**config.mk**
```make
export PLATFORM = sky130hd
export DESIGN_NAME = opnd_collect_arb
export DESIGN_NICKNAME = d
export VERILOG_FILES = /design/src/rtl/oca_pkg.sv /design/src/rtl/oca_row_slot.sv /design/src/rtl/oca_prio_pick.sv /design/src/rtl/oca_out_port.sv /design/src/rtl/opnd_collect_arb.sv
export SDC_FILE = /design/constraint.sdc
export NUM_CORES = 1
export LEC_CHECK = 0
export ABC_AREA = 1
export BUFFER_PORTS_ARGS = -buffer_cell sky130_fd_sc_hd__buf_2
export CAP_MARGIN = 20
export CELL_PAD_IN_SITES_DETAIL_PLACEMENT = 0
export CELL_PAD_IN_SITES_GLOBAL_PLACEMENT = 1
export CORE_AREA = 2 2 193 195
export DETAILED_ROUTE_END_ITERATION = 12
export DIE_AREA = 0 0 195 197
export PLACE_DENSITY_LB_ADDON = 0.1
export SYNTH_ARGS = -nofsm -noshare
export SYNTH_HDL_FRONTEND = slang
export SYNTH_SLANG_ARGS = --single-unit
```
**constraint.sdc**
```tcl
create_clock -name clk_i -period 2.9 [get_ports clk_i]
set_input_delay 0.145 -clock clk_i [delete_from_list [all_inputs] [get_ports clk_i]]
set_output_delay 0.145 -clock clk_i [all_outputs]
set_load 0.05 [all_outputs]
```
**src/rtl/oca_pkg.sv**
```systemverilog
package oca_pkg;
    typedef enum logic [0:0] {
        OFS_IDLE  = 1'b0,
        OFS_OFFER = 1'b1
    } ofs_e;
endpackage

```
**src/rtl/oca_row_slot.sv**
```systemverilog
module oca_row_slot #(
    parameter int NUM_OPS = 2,
    parameter int OP_W    = 32
) (
    input  logic                           clk_i,
    input  logic                           rst_i,
    input  logic [NUM_OPS-1:0]             stb_i,
    input  logic [NUM_OPS-1:0][OP_W-1:0]   opnd_i,
    input  logic                           take_i,
    output logic                           pend_o,
    output logic [NUM_OPS-1:0][OP_W-1:0]   data_o
);
    typedef struct packed {
        logic                         pend;
        logic [NUM_OPS-1:0][OP_W-1:0] data;
    } slot_t;

    slot_t slot_d, slot_q;

    always_comb begin
        slot_d = slot_q;
        if (slot_q.pend) begin
            if (take_i) begin
                slot_d.pend = 1'b0;
            end
        end else if (&stb_i) begin
            slot_d.pend = 1'b1;
            slot_d.data = opnd_i;
        end
    end

    always_ff @(posedge clk_i) begin
        if (rst_i) begin
            slot_q <= '0;
        end else begin
            slot_q <= slot_d;
        end
    end

    assign pend_o = slot_q.pend;
    assign data_o = slot_q.data;
endmodule

```
**src/rtl/oca_prio_pick.sv**
```systemverilog
module oca_prio_pick #(
    parameter int NUM_ROWS = 4,
    parameter int IDX_W    = (NUM_ROWS > 1) ? $clog2(NUM_ROWS) : 1
) (
    input  logic [NUM_ROWS-1:0] req_i,
    output logic                vld_o,
    output logic [IDX_W-1:0]    idx_o
);
    always_comb begin
        vld_o = |req_i;
        idx_o = '0;
        for (int i = NUM_ROWS - 1; i >= 0; i--) begin
            if (req_i[i]) begin
                idx_o = IDX_W'(i);
            end
        end
    end
endmodule

```
**src/rtl/oca_out_port.sv**
```systemverilog
module oca_out_port
    import oca_pkg::*;
#(
    parameter int NUM_ROWS = 4,
    parameter int NUM_OPS  = 2,
    parameter int OP_W     = 32,
    parameter int IDX_W    = 2
) (
    input  logic                                       clk_i,
    input  logic                                       rst_i,
    input  logic                                       pick_vld_i,
    input  logic [IDX_W-1:0]                           pick_idx_i,
    input  logic [NUM_ROWS-1:0][NUM_OPS-1:0][OP_W-1:0] row_data_i,
    input  logic                                       ack_i,
    output logic                                       out_stb_o,
    output logic [NUM_OPS-1:0][OP_W-1:0]               out_opnd_o,
    output logic [IDX_W-1:0]                           out_mid_o,
    output logic [NUM_ROWS-1:0]                        take_o
);
    typedef struct packed {
        ofs_e                         st;
        logic [IDX_W-1:0]             sel;
        logic [IDX_W-1:0]             mid;
        logic [NUM_OPS-1:0][OP_W-1:0] data;
    } outp_t;

    outp_t op_d, op_q;

    always_comb begin
        op_d   = op_q;
        take_o = '0;
        case (op_q.st)
            OFS_IDLE: begin
                if (pick_vld_i) begin
                    op_d.st   = OFS_OFFER;
                    op_d.sel  = pick_idx_i;
                    op_d.data = '0;
                end
            end
            OFS_OFFER: begin
                if (ack_i) begin
                    op_d.st            = OFS_IDLE;
                    op_d.data          = row_data_i[op_q.sel];
                    op_d.mid           = op_q.sel;
                    take_o[op_q.sel]   = 1'b1;
                end
            end
            default: op_d.st = OFS_IDLE;
        endcase
    end

    always_ff @(posedge clk_i) begin
        if (rst_i) begin
            op_q <= '0;
        end else begin
            op_q <= op_d;
        end
    end

    assign out_stb_o  = (op_q.st == OFS_OFFER);
    assign out_opnd_o = op_q.data;
    assign out_mid_o  = op_q.mid;
endmodule

```
**src/rtl/opnd_collect_arb.sv**
```systemverilog
module opnd_collect_arb #(
    parameter int NUM_ROWS = 4,
    parameter int NUM_OPS  = 2,
    parameter int OP_W     = 32
) (
    input  logic                                       clk_i,
    input  logic                                       rst_i,
    input  logic [NUM_ROWS-1:0][NUM_OPS-1:0]           row_stb_i,
    input  logic [NUM_ROWS-1:0][NUM_OPS-1:0][OP_W-1:0] row_opnd_i,
    input  logic                                       out_ack_i,
    output logic                                       out_stb_o,
    output logic [NUM_OPS-1:0][OP_W-1:0]               out_opnd_o,
    output logic [((NUM_ROWS > 1) ? $clog2(NUM_ROWS) : 1)-1:0] out_mid_o,
    output logic [NUM_ROWS-1:0]                        row_pend_o
);
    localparam int IDX_W = (NUM_ROWS > 1) ? $clog2(NUM_ROWS) : 1;

    logic [NUM_ROWS-1:0]                        pend;
    logic [NUM_ROWS-1:0]                        take;
    logic [NUM_ROWS-1:0][NUM_OPS-1:0][OP_W-1:0] held;
    logic                                       pick_vld;
    logic [IDX_W-1:0]                           pick_idx;

    for (genvar r = 0; r < NUM_ROWS; r++) begin : g_row
        oca_row_slot #(
            .NUM_OPS (NUM_OPS),
            .OP_W    (OP_W)
        ) u_slot (
            .clk_i   (clk_i),
            .rst_i   (rst_i),
            .stb_i   (row_stb_i[r]),
            .opnd_i  (row_opnd_i[r]),
            .take_i  (take[r]),
            .pend_o  (pend[r]),
            .data_o  (held[r])
        );
    end

    oca_prio_pick #(
        .NUM_ROWS (NUM_ROWS),
        .IDX_W    (IDX_W)
    ) u_pick (
        .req_i    (pend),
        .vld_o    (pick_vld),
        .idx_o    (pick_idx)
    );

    oca_out_port #(
        .NUM_ROWS (NUM_ROWS),
        .NUM_OPS  (NUM_OPS),
        .OP_W     (OP_W),
        .IDX_W    (IDX_W)
    ) u_out (
        .clk_i      (clk_i),
        .rst_i      (rst_i),
        .pick_vld_i (pick_vld),
        .pick_idx_i (pick_idx),
        .row_data_i (held),
        .ack_i      (out_ack_i),
        .out_stb_o  (out_stb_o),
        .out_opnd_o (out_opnd_o),
        .out_mid_o  (out_mid_o),
        .take_o     (take)
    );

    assign row_pend_o = pend;
endmodule

```
==> impl_metrics.json <==
{
  "cts_htree_levels": 2,
  "number_of_clock_sinks": 329,
  "cts_tree": "yes",
  "port-buffer-count": 337,
  "holdCritStartpoint": "rst_i",
  "core_area_um2": 36300,
  "drt.antenna.violating_nets": 0,
  "detailed_place_hpwl_um": 31900,
  "clk-insertion-delay-late_ns": 0.53,
  "p_leak_nw": 9.15,
  "final_critical_path_setup_slack_ns": 1.03,
  "post-synth-top-count-cell": "sky130_fd_sc_hd__nand2_1",
  "cp-end-kind": "flop",
  "clkPwrFrac": 0.398,
  "arrival_ns": 2.32,
  "dp_slack_ns": 1.03,
  "floorplan.io_pins": 338,
  "max_clock_freq_ghz": 0.534,
  "intPower_mw": 8.30,
  "synth-edff-count": 0,
  "remaining_drc_errors": 0,
  "drive_above_1_share": 0.170,
  "power.switching_mw": 3.29,
  "cap_violations": 0,
  "die_h_um": 197,
  "worst_slew_margin_rel": 0.406,
  "rr_endpoint": "u_out.out_opnd_o[55]$_SDFFE_PP0P_",
  "overall_global_routing_resource_usage": 0.267,
  "route.detailed.wl_per_inst_um": 17.0,
  "overall_power_consumption_mw": 11.6,
  "post_synth_num_cell_types": 20,
  "start_kind": "flop",
  "antenna_found_initial": 1,
  "dr.first_iter.drc_count": 836,
  "worst-setup-path-type": "flop to flop",
  "share_seq_of_total_power": 0.428,
  "floorplan.initialDensity": 0.397,
  "fillerInstances": 3691,
  "syn_nets": 2402,
  "chipWidth_um": 195,
  "cts_inserted_buffers": 37,
  "post-route-min-period_ns": 1.87,
  "synthesis.instances": 2135,
  "detail_route.wirelength_um": 52100,
  "status": "completed",
  "gp_routability_congestion": 0.840,
  "syn-mean-instance-area_um2": 6.75,
  "ys_dominant_reg_cell": "sky130_fd_sc_hd__dfxtp_1",
  "maximum_number_of_pins_on_one_net_before_global_route_repair": 132,
  "critical_path_required_ns": 3.35,
  "std_cell_rows": 70,
  "nNetsFinal": 2836,
  "max-vdd-ir-drop_mv": 0.470,
  "clkSlewWorstSetupHoldPaths_ns": 0.06,
  "timing.reg2reg.setup_slack_ns": 1.03,
  "areaGrowthSynthToFinish_pct": 34.9,
  "finalSetupViolCount": 0,
  "clock_tree.root_cell": "sky130_fd_sc_hd__clkbuf_16",
  "netSwitchingFraction": 0.284,
  "via_count_of_the_first_global_routing_pass": 14500,
  "yosysWarningCount": 0,
  "tns_ns": 0,
  "layout_worst_path_cycle_share": 0.646,
  "rsz0062_at_grt": "false",
  "synth-seq-cells": 329,
  "grt_overflow_total": 0,
  "synth_cell_area_um2": 14400,
  "measured_slew_at_the_worst_slew_check_pin_ns": 0.891,
  "post-synth-top-area-cell": "sky130_fd_sc_hd__dfxtp_1",
  "max-clock-path-buffers": 3,
  "combPwrFrac": 0.174,
  "reg2regPathDepth": 8,
  "report.final.hold_viol_count": 0,
  "synth.area.top_cells": "sky130_fd_sc_hd__dfxtp_1 46%, sky130_fd_sc_hd__nand2_1 17%, sky130_fd_sc_hd__nor2_1 13%",
  "final.setup_skew_ns": 0.0201,
  "power_density_nw_per_um2": 597,
  "min-delay-path-class": "primary input to flop",
  "avgViaCountPerCell": 4.88,
  "dr_vias": 14900,
  "grt_first_pass_wirelength_um": 81100,
  "quantity_of_gates_resized_following_cts": 0,
  "post_cts.repair.setup_buffers": 0,
  "drt-pass1-iter-count": 6,
  "yosysSeqAreaShare": 0.457,
  "min_delay_path_depth": 4,
  "die-area_um2": 38400,
  "number_of_slew_limit_violations_in_the_final_report": 0,
  "maximum_fanout_count_along_the_critical_path": 59,
  "synthArstFlopShare": 0,
  "holdBufCountCts": 256,
  "synth_largest_type_area_fraction": 0.457,
  "critical_path.reg2reg.startpoint": "u_out.op_q[66]$_SDFFE_PP0P_",
  "synth_commonest_cells": "646 x sky130_fd_sc_hd__nand2_1, 517 x sky130_fd_sc_hd__nor2_1, 329 x sky130_fd_sc_hd__dfxtp_1, 262 x sky130_fd_sc_hd__o21ai_0, 91 x sky130_fd_sc_hd__buf_4",
  "min_delay_worst_endpoint": "g_row[2].u_slot.data_o[7]$_SDFFE_PP0P_"
}
[per-layer routing]
metal	global-route usage	share of wire
met1	0.364	0.46
met2	0.434	0.45
met3	0.0385	0.060
met4	0.0871	0.031
met5	0	0
[power groups by stage]
| stage | combinational (mW) | sequential [mW] | clock (mW) |
|---|---|---|---|
| floorplan | 1.22 | 5.01 | 0 |
| global placement | 1.74 | 5.05 | 0 |
| detailed placement | 1.75 | 5.06 | 0 |
| CTS | 2.02 | 4.96 | 4.72 |
| global route | 2.24 | 5.00 | 4.90 |
| finish | 2.02 | 4.96 | 4.61 |
[final cells by class]
class                      count  area (um^2)  share of cell area
antenna                        1         2.50            0.000129
clock buffer                  56         1160              0.0597
clock inverter                 7         38.8             0.00200
inverter                      12         52.6             0.00271
multi-input combinational   1569         6440               0.332
sequential                   329         6590               0.339
tap                          468          586              0.0301
timing repair buffer         620         4550               0.234
[layout by cell type, fill, tap and decap left out, drive strengths merged]
cell         count
a21oi           72
buf            364
clkbuf          56
clkinv           6
dfxtp          329
diode            1
dlygate4sd3    256
inv             13
nand2          648
nand3           66
nor2           517
o211ai           1
o21ai          262
o31ai            3
[metrics by stage]
step / area, um^2 / hold WS [ns] / instances / utilization
floorplan: 14400 / 0.280 / 2135 / -
global placement: 15700 / 0.368 / 2742 / 0.432
detailed placement: 15700 / 0.374 / 2742 / 0.432
CTS: 19400 / 0.179 / 3061 / 0.536
global route: 19400 / 0.205 / 3062 / 0.536
finish: 19400 / 0.145 / 3062 / 0.536
[state kept, by name, summed over array words and instances, names as in the netlist]
| signal | flops |
|---|---|
| u_out.out_mid_o | 2 |
| u_out.out_opnd_o | 64 |
| u_out.op_q | 2 |
| g_row.u_slot.data_o | 256 |
| g_row.u_slot.pend_o | 4 |
| u_out.out_stb_o | 1 |
[how the worst max path moves through the flow]
| stage | from | end | slack [ns] | cells after the start |
|---|---|---|---|---|
| after detailed placement | u_out.op_q[66]$_SDFFE_PP0P_ | u_out.out_opnd_o[55]$_SDFFE_PP0P_ | 1.03 | 8 |
| after global placement | u_out.op_q[66]$_SDFFE_PP0P_ | u_out.out_opnd_o[55]$_SDFFE_PP0P_ | 1.05 | 8 |
| after floorplan | u_out.out_stb_o$_SDFF_PP0_ | u_out.out_opnd_o[58]$_SDFFE_PP0P_ | 1.41 | 6 |
| after CTS | u_out.op_q[66]$_SDFFE_PP0P_ | u_out.out_opnd_o[55]$_SDFFE_PP0P_ | 1.01 | 8 |
| final | u_out.op_q[66]$_SDFFE_PP0P_ | u_out.out_opnd_o[55]$_SDFFE_PP0P_ | 1.03 | 8 |
| after global routing | u_out.op_q[66]$_SDFFE_PP0P_ | u_out.out_opnd_o[33]$_SDFFE_PP0P_ | 0.90 | 8 |
[critical path, cell delays in order, from the launching register on]
cell and delay, ns:
sky130_fd_sc_hd__dfxtp_4 0.36, sky130_fd_sc_hd__inv_4 0.53, sky130_fd_sc_hd__buf_4 0.36, sky130_fd_sc_hd__nand2_1 0.07, sky130_fd_sc_hd__nand2_1 0.07, sky130_fd_sc_hd__nand2_1 0.10
sky130_fd_sc_hd__nand2_1 0.12, sky130_fd_sc_hd__nand2_1 0.05, sky130_fd_sc_hd__a21oi_1 0.12
[kinds of logic after synthesis]
family,after synthesis,synth area share
flops,329,0.457
buf+inv,237,0.0974
simple gates,1231,0.327
compound gates,338,0.118
(Power assumes the default switching activity.)
